File: config.mk
export PLATFORM = sky130hd
export DESIGN_NAME = swd_target
export DESIGN_NICKNAME = d
export VERILOG_FILES = /design/src/rtl/swd_pkg.sv /design/src/rtl/swd_edge_sync.sv /design/src/rtl/swd_dp_regs.sv /design/src/rtl/swd_link_fsm.sv /design/src/rtl/swd_target.sv
export SDC_FILE = /design/constraint.sdc
export NUM_CORES = 1
export LEC_CHECK = 0
export ABC_AREA = 0
export BUFFER_PORTS_ARGS = -buffer_cell sky130_fd_sc_hd__buf_2
export CORE_AREA = 2 2 137 139
export DETAILED_ROUTE_END_ITERATION = 6
export DIE_AREA = 0 0 139 141
export GPL_ROUTABILITY_DRIVEN = 0
export GPL_TIMING_DRIVEN = 0
export HOLD_SLACK_MARGIN = 0.12
export PLACE_DENSITY = 0.66
export REMOVE_ABC_BUFFERS = 1
export SYNTH_ARGS = -nofsm -noshare
export SYNTH_HDL_FRONTEND = slang
export SYNTH_SLANG_ARGS = --single-unit
File: constraint.sdc
create_clock -name clk -period 3.1 [get_ports clk]
set_clock_uncertainty 0.2 [all_clocks]
set_input_delay 0.465 -clock clk [delete_from_list [all_inputs] [get_ports clk]]
set_output_delay 0.465 -clock clk [all_outputs]
set_load 0.005 [all_outputs]
File: src/rtl/swd_pkg.sv
package swd_pkg;

  localparam logic [2:0] ACK_OK    = 3'b001;
  localparam logic [2:0] ACK_WAIT  = 3'b010;
  localparam logic [2:0] ACK_FAULT = 3'b100;

  localparam logic [1:0] DP_RSVD  = 2'b00;
  localparam logic [1:0] DP_CTRL  = 2'b01;
  localparam logic [1:0] DP_SEL   = 2'b10;
  localparam logic [1:0] DP_RDBUF = 2'b11;

  typedef enum logic [2:0] {
    ST_IDLE, ST_REQ, ST_TRN_A, ST_ACK, ST_RDATA, ST_TRN_W, ST_WDATA, ST_SKIP
  } link_st_e;

  // start high, stop low, park high, even parity over bank/dir/address
  function automatic logic req_well_formed(input logic [7:0] r);
    return r[0] & ~r[6] & r[7] & ~(^r[5:1]);
  endfunction

endpackage

File: src/rtl/swd_edge_sync.sv
module swd_edge_sync #(
  parameter int STAGES = 2
) (
  input  logic clk,
  input  logic rst,
  input  logic swclk,
  input  logic swdio_in,
  output logic tick,
  output logic din
);
  logic [STAGES-1:0] clk_sr;
  logic [STAGES-1:0] dio_sr;
  logic              clk_prev;

  always_ff @(posedge clk) begin
    if (rst) begin
      clk_sr   <= '0;
      dio_sr   <= '0;
      clk_prev <= 1'b0;
    end else begin
      clk_sr   <= {clk_sr[STAGES-2:0], swclk};
      dio_sr   <= {dio_sr[STAGES-2:0], swdio_in};
      clk_prev <= clk_sr[STAGES-1];
    end
  end

  assign tick = clk_sr[STAGES-1] & ~clk_prev;
  assign din  = dio_sr[STAGES-1];

endmodule

File: src/rtl/swd_dp_regs.sv
module swd_dp_regs
  import swd_pkg::*;
#(
  parameter int DATA_W  = 32,
  parameter int APSEL_W = 8,
  parameter int BANK_W  = 4
) (
  input  logic              clk,
  input  logic              rst,
  input  logic              dp_wr,
  input  logic [1:0]        wr_addr,
  input  logic [DATA_W-1:0] wr_data,
  input  logic              par_err,
  input  logic              ap_req,
  input  logic              ap_write,
  input  logic              ap_ack,
  input  logic [DATA_W-1:0] ap_rdata,
  input  logic              rd_ap,
  input  logic [1:0]        rd_addr,
  output logic [DATA_W-1:0] rd_word,
  output logic              sticky,
  output logic              ap_busy,
  output logic [APSEL_W-1:0] ap_sel,
  output logic [BANK_W-1:0]  ap_bank
);
  localparam int SEL_LO  = DATA_W - APSEL_W;
  localparam int BANK_LO = 4;
  localparam int ERR_BIT  = 7;
  localparam int BUSY_BIT = 6;
  localparam logic [DATA_W-1:0] SEL_MASK =
    ({{APSEL_W{1'b1}}, {SEL_LO{1'b0}}}) | (DATA_W'({BANK_W{1'b1}}) << BANK_LO);

  logic [DATA_W-1:0] sel_q;
  logic [DATA_W-1:0] rdbuf_q;
  logic              busy_rd;
  logic [DATA_W-1:0] ctrl_word;

  always_ff @(posedge clk) begin
    if (rst) begin
      sel_q   <= '0;
      rdbuf_q <= '0;
      sticky  <= 1'b0;
      ap_busy <= 1'b0;
      busy_rd <= 1'b0;
    end else begin
      if (par_err)
        sticky <= 1'b1;
      else if (dp_wr && wr_addr == DP_CTRL && wr_data[ERR_BIT])
        sticky <= 1'b0;
      if (dp_wr && wr_addr == DP_SEL)
        sel_q <= wr_data & SEL_MASK;
      if (ap_req) begin
        ap_busy <= 1'b1;
        busy_rd <= ~ap_write;
      end else if (ap_ack && ap_busy) begin
        ap_busy <= 1'b0;
        if (busy_rd) rdbuf_q <= ap_rdata;
      end
    end
  end

  always_comb begin
    ctrl_word           = '0;
    ctrl_word[ERR_BIT]  = sticky;
    ctrl_word[BUSY_BIT] = ap_busy;
  end

  always_comb begin
    if (rd_ap) rd_word = rdbuf_q;
    else begin
      case (rd_addr)
        DP_CTRL:  rd_word = ctrl_word;
        DP_SEL:   rd_word = sel_q;
        DP_RDBUF: rd_word = rdbuf_q;
        default:  rd_word = '0;
      endcase
    end
  end

  assign ap_sel  = sel_q[DATA_W-1 -: APSEL_W];
  assign ap_bank = sel_q[BANK_LO +: BANK_W];

  AST_REQ_WHEN_IDLE: assert property (@(posedge clk) disable iff (rst)
    ap_req |-> !ap_busy);
  AST_STICKY_SOURCE: assert property (@(posedge clk) disable iff (rst)
    $rose(sticky) |-> $past(par_err));

endmodule

File: src/rtl/swd_link_fsm.sv
module swd_link_fsm
  import swd_pkg::*;
#(
  parameter int DATA_W = 32
) (
  input  logic              clk,
  input  logic              rst,
  input  logic              tick,
  input  logic              din,
  input  logic [DATA_W-1:0] rd_word,
  input  logic              sticky,
  input  logic              ap_busy,
  output logic              acc_ap,
  output logic [1:0]        acc_addr,
  output logic              dout,
  output logic              oe,
  output logic              dp_wr,
  output logic [DATA_W-1:0] wr_data,
  output logic              par_err,
  output logic              ap_req,
  output logic              ap_write
);
  localparam int CNT_W = $clog2(DATA_W + 2);
  localparam logic [CNT_W-1:0] REQ_LAST  = CNT_W'(7);
  localparam logic [CNT_W-1:0] ACK_LAST  = CNT_W'(3);
  localparam logic [CNT_W-1:0] WR_LAST   = CNT_W'(DATA_W);
  localparam logic [CNT_W-1:0] RD_LAST   = CNT_W'(DATA_W + 1);
  localparam logic [2:0]       SKIP_BAD  = 3'd5;

  link_st_e          state;
  logic [CNT_W-1:0]  cnt;
  logic [6:0]        shreq;
  logic [DATA_W-1:0] shdat;
  logic [DATA_W:0]   rsh;
  logic [2:0]        ack_q;
  logic [2:0]        skip;
  logic              acc_rnw;
  logic [7:0]        req_nxt;
  logic [DATA_W:0]   dat_nxt;
  logic [2:0]        ack_sel;
  logic              rdbuf_rd;

  assign req_nxt  = {din, shreq};
  assign dat_nxt  = {din, shdat};
  assign rdbuf_rd = ~acc_ap & acc_rnw & (acc_addr == DP_RDBUF);

  always_comb begin
    if (acc_ap && sticky)                    ack_sel = ACK_FAULT;
    else if ((acc_ap || rdbuf_rd) && ap_busy) ack_sel = ACK_WAIT;
    else                                     ack_sel = ACK_OK;
  end

  always_ff @(posedge clk) begin
    dp_wr   <= 1'b0;
    par_err <= 1'b0;
    ap_req  <= 1'b0;
    if (rst) begin
      state    <= ST_IDLE;
      cnt      <= '0;
      shreq    <= '0;
      shdat    <= '0;
      rsh      <= '0;
      ack_q    <= '0;
      skip     <= '0;
      acc_ap   <= 1'b0;
      acc_rnw  <= 1'b0;
      acc_addr <= '0;
      dout     <= 1'b0;
      oe       <= 1'b0;
      wr_data  <= '0;
      ap_write <= 1'b0;
    end else if (tick) begin
      case (state)
        ST_IDLE: if (din) begin
          shreq <= 7'b1000000;
          cnt   <= CNT_W'(1);
          state <= ST_REQ;
        end
        ST_REQ: begin
          shreq <= req_nxt[7:1];
          cnt   <= cnt + 1'b1;
          if (cnt == REQ_LAST) begin
            if (req_well_formed(req_nxt)) begin
              acc_ap   <= req_nxt[1];
              acc_rnw  <= req_nxt[2];
              acc_addr <= {req_nxt[4], req_nxt[3]};
              state    <= ST_TRN_A;
            end else begin
              skip  <= SKIP_BAD;
              state <= ST_SKIP;
            end
          end
        end
        ST_TRN_A: begin
          ack_q <= ack_sel;
          oe    <= 1'b1;
          dout  <= ack_sel[0];
          cnt   <= CNT_W'(1);
          state <= ST_ACK;
          if (ack_sel == ACK_OK && acc_rnw) begin
            rsh <= {^rd_word, rd_word};
            if (acc_ap) begin
              ap_req   <= 1'b1;
              ap_write <= 1'b0;
            end
          end
        end
        ST_ACK: begin
          if (cnt != ACK_LAST) begin
            dout <= ack_q[cnt[1:0]];
            cnt  <= cnt + 1'b1;
          end else if (ack_q == ACK_OK && acc_rnw) begin
            dout  <= rsh[0];
            rsh   <= {1'b0, rsh[DATA_W:1]};
            cnt   <= CNT_W'(1);
            state <= ST_RDATA;
          end else if (ack_q == ACK_OK) begin
            oe    <= 1'b0;
            state <= ST_TRN_W;
          end else begin
            oe    <= 1'b0;
            skip  <= 3'd1;
            state <= ST_SKIP;
          end
        end
        ST_RDATA: begin
          if (cnt == RD_LAST) begin
            oe    <= 1'b0;
            skip  <= 3'd1;
            state <= ST_SKIP;
          end else begin
            dout <= rsh[0];
            rsh  <= {1'b0, rsh[DATA_W:1]};
            cnt  <= cnt + 1'b1;
          end
        end
        ST_TRN_W: begin
          cnt   <= '0;
          state <= ST_WDATA;
        end
        ST_WDATA: begin
          shdat <= dat_nxt[DATA_W:1];
          cnt   <= cnt + 1'b1;
          if (cnt == WR_LAST) begin
            state <= ST_IDLE;
            if (~^dat_nxt) begin
              wr_data <= dat_nxt[DATA_W-1:0];
              if (acc_ap) begin
                ap_req   <= 1'b1;
                ap_write <= 1'b1;
              end else begin
                dp_wr <= 1'b1;
              end
            end else begin
              par_err <= 1'b1;
            end
          end
        end
        ST_SKIP: begin
          if (skip == 3'd1) state <= ST_IDLE;
          else              skip  <= skip - 1'b1;
        end
        default: state <= ST_IDLE;
      endcase
    end
  end

  AST_OE_AFTER_EDGE: assert property (@(posedge clk) disable iff (rst)
    !$stable(oe) |-> $past(tick));
  AST_DOUT_AFTER_EDGE: assert property (@(posedge clk) disable iff (rst)
    !$stable(dout) |-> $past(tick));
  AST_TRN_UNDRIVEN: assert property (@(posedge clk) disable iff (rst)
    (state == ST_TRN_A || state == ST_TRN_W) |-> !oe);
  AST_AP_REQ_PULSE: assert property (@(posedge clk) disable iff (rst)
    ap_req |=> !ap_req);

endmodule

File: src/rtl/swd_target.sv
module swd_target #(
  parameter int SYNC_STAGES = 2,
  parameter int DATA_W      = 32,
  parameter int APSEL_W     = 8,
  parameter int BANK_W      = 4
) (
  input  logic               clk,
  input  logic               rst,
  input  logic               swclk,
  input  logic               swdio_in,
  output logic               swdio_out,
  output logic               swdio_oe,
  output logic               ap_req,
  output logic               ap_write,
  output logic [APSEL_W-1:0] ap_sel,
  output logic [BANK_W-1:0]  ap_bank,
  output logic [1:0]         ap_addr,
  output logic [DATA_W-1:0]  ap_wdata,
  input  logic               ap_ack,
  input  logic [DATA_W-1:0]  ap_rdata
);
  logic              tick;
  logic              din;
  logic [DATA_W-1:0] rd_word;
  logic              sticky;
  logic              ap_busy;
  logic              acc_ap;
  logic [1:0]        acc_addr;
  logic              dp_wr;
  logic [DATA_W-1:0] wr_data;
  logic              par_err;

  swd_edge_sync #(.STAGES(SYNC_STAGES)) u_sync (
    .clk(clk), .rst(rst), .swclk(swclk), .swdio_in(swdio_in),
    .tick(tick), .din(din)
  );

  swd_link_fsm #(.DATA_W(DATA_W)) u_fsm (
    .clk(clk), .rst(rst), .tick(tick), .din(din),
    .rd_word(rd_word), .sticky(sticky), .ap_busy(ap_busy),
    .acc_ap(acc_ap), .acc_addr(acc_addr),
    .dout(swdio_out), .oe(swdio_oe),
    .dp_wr(dp_wr), .wr_data(wr_data), .par_err(par_err),
    .ap_req(ap_req), .ap_write(ap_write)
  );

  swd_dp_regs #(.DATA_W(DATA_W), .APSEL_W(APSEL_W), .BANK_W(BANK_W)) u_regs (
    .clk(clk), .rst(rst),
    .dp_wr(dp_wr), .wr_addr(acc_addr), .wr_data(wr_data), .par_err(par_err),
    .ap_req(ap_req), .ap_write(ap_write), .ap_ack(ap_ack), .ap_rdata(ap_rdata),
    .rd_ap(acc_ap), .rd_addr(acc_addr), .rd_word(rd_word),
    .sticky(sticky), .ap_busy(ap_busy), .ap_sel(ap_sel), .ap_bank(ap_bank)
  );

  assign ap_addr  = acc_addr;
  assign ap_wdata = wr_data;

endmodule

## Word-level counts from Yosys, hierarchy flattened

Cells that the tools add are included.

| storage, ports and cells | value |
|---|---|
| register bits | 181 |
| bits of input ports | 37 |
| output and inout bits | 50 |
| logic and storage cells | 176 |

| operators by class | value |
|---|---|
| add/sub/neg operators | 2 |
| order comparisons | 1 |
| eq/ne operators | 34 |
| muxes and demuxes | 61 |
| bitwise operators | 16 |
| reductions and logical operators | 37 |

Operators with widths:

| operator | number |
|---|---|
| $mux 33 | 4 |
| $pmux 33 s3 | 1 |
| $pmux 32 s3 | 1 |
| $mux 3 | 16 |
| $pmux 6 s6 | 1 |
| $reduce_xnor 33->1 | 1 |
| $mux 32 | 1 |
| $reduce_xor 32->1 | 1 |
| $mux 6 | 4 |
| $pmux 3 s8 | 1 |
| $mux 1 | 22 |
| $ne 2x1->1 const B | 9 |
| $ne 2x2->1 const B | 7 |
| $pmux 7 s2 | 1 |
| $reduce_and 7->1 | 2 |
| $eq 3x1->1 const B | 4 |
| $eq 3x3->1 const B | 4 |
| $eq 6x6->1 const B | 2 |
| $pmux 3 s4 | 1 |
| $reduce_and 4->1 | 3 |
| $not 1->1 | 10 |
| $reduce_and 5->1 | 2 |
| $reduce_and 9->1 | 1 |
| $logic_and 1x1->1 | 8 |
| 28 further kinds | 44 |

## Longest topological paths before layout

| logic depth | value |
|---|---|
| word-level depth | 11 |
| depth in mapped cells | 10 |
| gate-level depth less buffers | 9 |

## By module

Synthesis repeated with hierarchy kept, for this count alone.

| unflattened totals | value |
|---|---|
| cell total of the unflattened synthesis | 979 |
| area, all modules | 8668.3 um^2 |

Modules (own cells, without submodules):

| module | instances | cells each | area an instance (um^2) | sequential area each (um^2) |
|---|---|---|---|---|
| swd_link_fsm | 1 | 721 | 6094.6 | 2582.5 |
| swd_dp_regs | 1 | 247 | 2436.1 | 940.9 |
| swd_edge_sync | 1 | 11 | 137.6 | 100.1 |

## Worst setup path before layout

OpenSTA, ideal clock, no wires.

| timing path | value |
|---|---|
| kind | flip-flop to flip-flop |
| start | register u_fsm.state[1] |
| end | register u_fsm.skip[2] |
| library setup time | 0.132 ns |
| arrival | 2.070 ns |
| data required time | 2.768 ns |
| setup slack | 0.698 ns |
| cell stages (with the launch flop) | 10 |
| path buffers | 1 |
| path through | dfxtp_1 buf_4 inv_2 or4_1 o21ai_1 a31oi_1 or3_4 or3_1 a21oi_1 nor3_1 |

| between the ends | value |
|---|---|
| word-level cells in the longest chain between the ends | 3 |

Ends and longest elaborated chain:

| element | RTL line | text |
|---|---|---|
| start, declared | swd_link_fsm.sv:30 | `link_st_e state;` |
| start signal, assigned | swd_link_fsm.sv:58 | `state <= ST_IDLE;` |
| start signal, assigned | swd_link_fsm.sv:77 | `state <= ST_REQ;` |
| start signal, assigned | swd_link_fsm.sv:87 | `state <= ST_TRN_A;` |
| $eq 3x3->1 (tied with other cells) | swd_link_fsm.sv:73 | `case (state)` |
| $ne 2x2->1 (no source line) (tied with other cells) | - |  |
| $reduce_and 9->1 (no source line) | - |  |
| end signal, assigned | swd_link_fsm.sv:161 | `else skip <= skip - 1'b1;` |
| end, declared | swd_link_fsm.sv:36 | `logic [2:0] skip;` |

Several ways; a longest one is shown, not always the timed one.
A chain may end at the register's enable or synchronous reset.

## Worst setup path after layout

| timing path | value |
|---|---|
| start | register u_fsm.shdat[15] |
| end | register u_fsm.wr_data[28] |

| between the ends | value |
|---|---|
| word-level cells in the longest chain between the ends | 2 |

Ends and longest elaborated chain:

| element | RTL line | text |
|---|---|---|
| start, declared | swd_link_fsm.sv:33 | `logic [DATA_W-1:0] shdat;` |
| start signal, assigned | swd_link_fsm.sv:142 | `shdat <= dat_nxt[DATA_W:1];` |
| $reduce_xnor 33->1 | swd_link_fsm.sv:146 | `if (~^dat_nxt) begin` |
| $reduce_and 4->1 (no source line) | - |  |
| end signal, assigned | swd_link_fsm.sv:147 | `wr_data <= dat_nxt[DATA_W-1:0];` |
| end, declared | swd_link_fsm.sv:18 | `output logic [DATA_W-1:0] wr_data,` |

Every way passes these cells.

==> flow_metrics.tcl <==
set metrics [dict create \
    crit_path_cell_trace "xnor2_1 > xnor2_1 > xnor2_1 > xnor3_1 > xnor2_2 > nand3_4 > mux2i_1 > nor2_1" \
    crit_fanout 17 \
    finalCritPeriodShare_pct 94.1 \
    grt-ovfl-total 0 \
    routed_via_density 5.30 \
    grt_pass1_vias 6438 \
    status "finished, final reports clean" \
    cts.sinks 181 \
    cts_buffers 17 \
    antenna_found_initial 0 \
    chipHeight_um 141 \
    cts_buffer_depth 2 \
    seq_area_frac_synth_pct 44.9 \
    cts_max_level 4 \
    slew_headroom_pct 18.8 \
    syn_area_mm2 0.00807 \
    clkTransAtPathRegs_ps 70 \
    r2r_cells 8 \
    drive_gt1_share_pct 13.5 \
    io_pins 87 \
    drt_wl_total_mm 18.9 \
    num_vias 6924 \
    r2r-start "u_fsm.shdat[15]$_SDFFE_PP0P_" \
    max_freq_mhz 343 \
    fin_nets 1101 \
    holdCritPathClass "in -> reg" \
    n_fill_cell 1707 \
    hold_viol 0 \
    p_leak_nw 3.60 \
    worstHoldStart "ap_ack" \
    ant_nets 0 \
    hold_depth 4 \
    grt_pass1_wl_mm 32.0 \
    setup_viol 0 \
    tns_ps 0 \
    dr.first_iter.drc_count 362 \
    synth.distinct_cells 56 \
    r2r-end "u_fsm.wr_data[28]$_SDFFE_PP0P_" \
    grtUsageTotal_pct 19.7 \
    fin_crit_ps 2920 \
    die_w_um 139 \
    r2r_setup_slack_ps 180 \
    synth_edf_count 0 \
    tritoncts "built" \
    worstMarginPinSlew_ps 1220 \
    core.rowCount 50 \
    critical-path-slowest-cell "xnor3_1" \
    coreArea_mm2 0.0183 \
    avgSynthCellArea_um2 8.20 \
    drv_slew 0 \
    peakVddDrop_uv 388 \
    synth_warnings 0 \
    dieArea_mm2 0.0196 \
    root_buffer "clkbuf_16" \
    drtPass1Iterations 5 \
    netlist_instances 984 \
    cp_data_arrival_time_ps 3010 \
    grt_max_degree 95 \
    final_util_pct 52.7 \
    crit_type "reg -> reg" \
    io_buffers 86 \
    cp-start-kind "flop" \
    max_stage_delay_ps 480 \
    layout-area-overhead-vs-synth_pct 19.2 \
    min_to "u_regs.ap_busy$_SDFFE_PP0P_" \
    synthFlopType "dfxtp_1" \
    dp_hpwl_mm 12.0 \
    critPathMostFrequentCell "xnor2_1" \
    drc 0 \
    clock_latency_ps 430 \
    initial_utilization_pct 44.2 \
    grt_setup_unrepaired "no" \
    wl_per_cell_um 14.5 \
    cts_setup_buffers 0 \
    cap_violations 0 \
    synthArstFlopShare_pct 0 \
    antenna_cells 0 \
    ys_ff_latch 181 \
    critPathRequiredTime_ps 3200 \
    power_density_mw_per_mm2 477 \
    critPathCaptureType "flop" \
]
## registers in the layout, summed over array words and instances (netlist names), 6 cells and up
name / flops
u_fsm.rsh: 33
u_regs.rdbuf_q: 32
u_fsm.cnt: 6
u_fsm.wr_data: 32
u_fsm.shdat: 32
u_regs.sel_q: 12
u_fsm.shreq: 7
## worst max path at each step
stage	from	endpoint	slack (ps)
2_1_floorplan	u_fsm.state[2]$_SDFFE_PP0P_	u_fsm.wr_data[0]$_SDFFE_PP0P_	-370
3_3_place_gp	u_fsm.state[2]$_SDFFE_PP0P_	u_fsm.wr_data[20]$_SDFFE_PP0P_	-1850
3_5_place_dp	u_fsm.state[2]$_SDFFE_PP0P_	u_fsm.wr_data[24]$_SDFFE_PP0P_	-140
4_1_cts	u_fsm.acc_addr[1]$_SDFFE_PP0P_	u_fsm.rsh[32]$_SDFFE_PP0P_	30
5_1_grt	u_fsm.shdat[15]$_SDFFE_PP0P_	u_fsm.wr_data[29]$_SDFFE_PP0P_	3
6_report	u_fsm.shdat[15]$_SDFFE_PP0P_	u_fsm.wr_data[28]$_SDFFE_PP0P_	180
## what timing repair did
action                                  in CTS  in global routing
hold buffers                                34                  0
pin swaps                                    1                  0
cloned                                       1                  0
endpoints found under the setup margin      38                 48
resized for setup                            3                  8
hold endpoints to repair                    34                  0
## area by class of cell
cell class                 count  area [µm²]  share of cell area (%)
timing repair buffer         125         887                    9.22
multi-input combinational    724        4190                    43.6
clock buffer                  18         429                    4.46
inverter                      10        37.5                   0.390
clock inverter                14         156                    1.63
sequential                   181        3630                    37.7
tap                          234         293                    3.04
## metal layers
| layer | wire, µm | up-vias | GRT usage (%) |
|---|---|---|---|
| met1 | 8800 | 3206 | 26.4 |
| met4 | 346 | 0 | 6.54 |
| met5 | 0 | - | 0 |
| met2 | 8580 | 178 | 31.5 |
| met3 | 1200 | 26 | 4.79 |
| li1 | - | 3514 | - |
## cell usage after synthesis (all sizes together) (4+ instances only)
master	count	area, µm²
dfxtp	181	3620
ha	5	62.6
clkbuf	63	236
nand2b	8	50.1
a221oi	5	43.8
nand3	30	163
nand2	216	811
inv	10	37.5
a311oi	21	184
a211oi	4	30.0
o21ai	11	55.1
nor3	12	70.1
nand4	5	31.3
a31oi	5	46.3
nor2b	11	68.8
a22oi	11	82.6
xor2	13	114
o211ai	11	82.6
mux2i	41	410
a21oi	119	596
xnor2	48	428
buf	7	55.1
and3	5	31.3
nor2	100	375
## report_power, final
part           switching [W]  leakage, nW  internal, W  total (W)
combinational      0.0000638         1.85    0.0000592   0.000123
clock                0.00105        0.289      0.00109    0.00213
sequential        0.00000386         1.46      0.00233    0.00233
total                0.00111         3.60      0.00347    0.00459
## cell usage in the layout (no fill, tap or decap), types with 4 or more instances in the layout
master / netlist / layout
clkbuf_16: 0 / 17
xor2_1: 13 / 13
a211oi_1: 4 / 4
mux2i_1: 41 / 41
nand3_1: 29 / 29
a22oi_1: 11 / 11
a31oi_1: 4 / 4
nor2_1: 100 / 98
nand2_1: 216 / 215
nor2b_1: 11 / 10
o211ai_1: 11 / 11
dfxtp_1: 181 / 178
and3_1: 5 / 5
nand4_1: 5 / 5
nor3_1: 10 / 10
inv_1: 9 / 9
dlygate4sd3_1: 0 / 34
ha_1: 5 / 5
buf_2: 2 / 85
a311oi_1: 21 / 21
o21ai_0: 9 / 9
inv_8: 0 / 6
xnor2_1: 47 / 47
a21oi_1: 119 / 118
nand2b_1: 8 / 8
a221oi_1: 5 / 5
## through the flow
step	power, W	worst slack, ps	cell area [µm²]	std cells	hold WS (ps)
2_1_floorplan	0.00240	-367	7780	914	213
3_3_place_gp	0.00247	-1850	8500	1234	216
3_5_place_dp	0.00247	-139	8640	1239	226
4_1_cts	0.00463	31.4	9590	1306	143
5_1_grt	0.00474	2.75	9620	1306	194
6_report	0.00459	184	9620	1306	155
## logic make-up after synthesis
| kind of cell | after synthesis | share of synthesized area, % |
|---|---|---|
| and+or+nand+nor | 410 | 22.0 |
| DFF | 181 | 44.9 |
| AOI/OAI and AO/OA | 203 | 15.6 |
| adders and majority gates | 5 | 0.775 |
| muxes | 41 | 5.09 |
| buffers and inverters | 80 | 4.08 |
| xor gates and xnor gates | 64 | 7.55 |
## critical path: cells and delay by family (launching register included)
family,cells,cell delay [ps]
DFF,1,350
xor gates and xnor gates,5,1500
and+or+nand+nor,2,430
muxes,1,270
No activity file was read; power rests on OpenSTA's default activity.
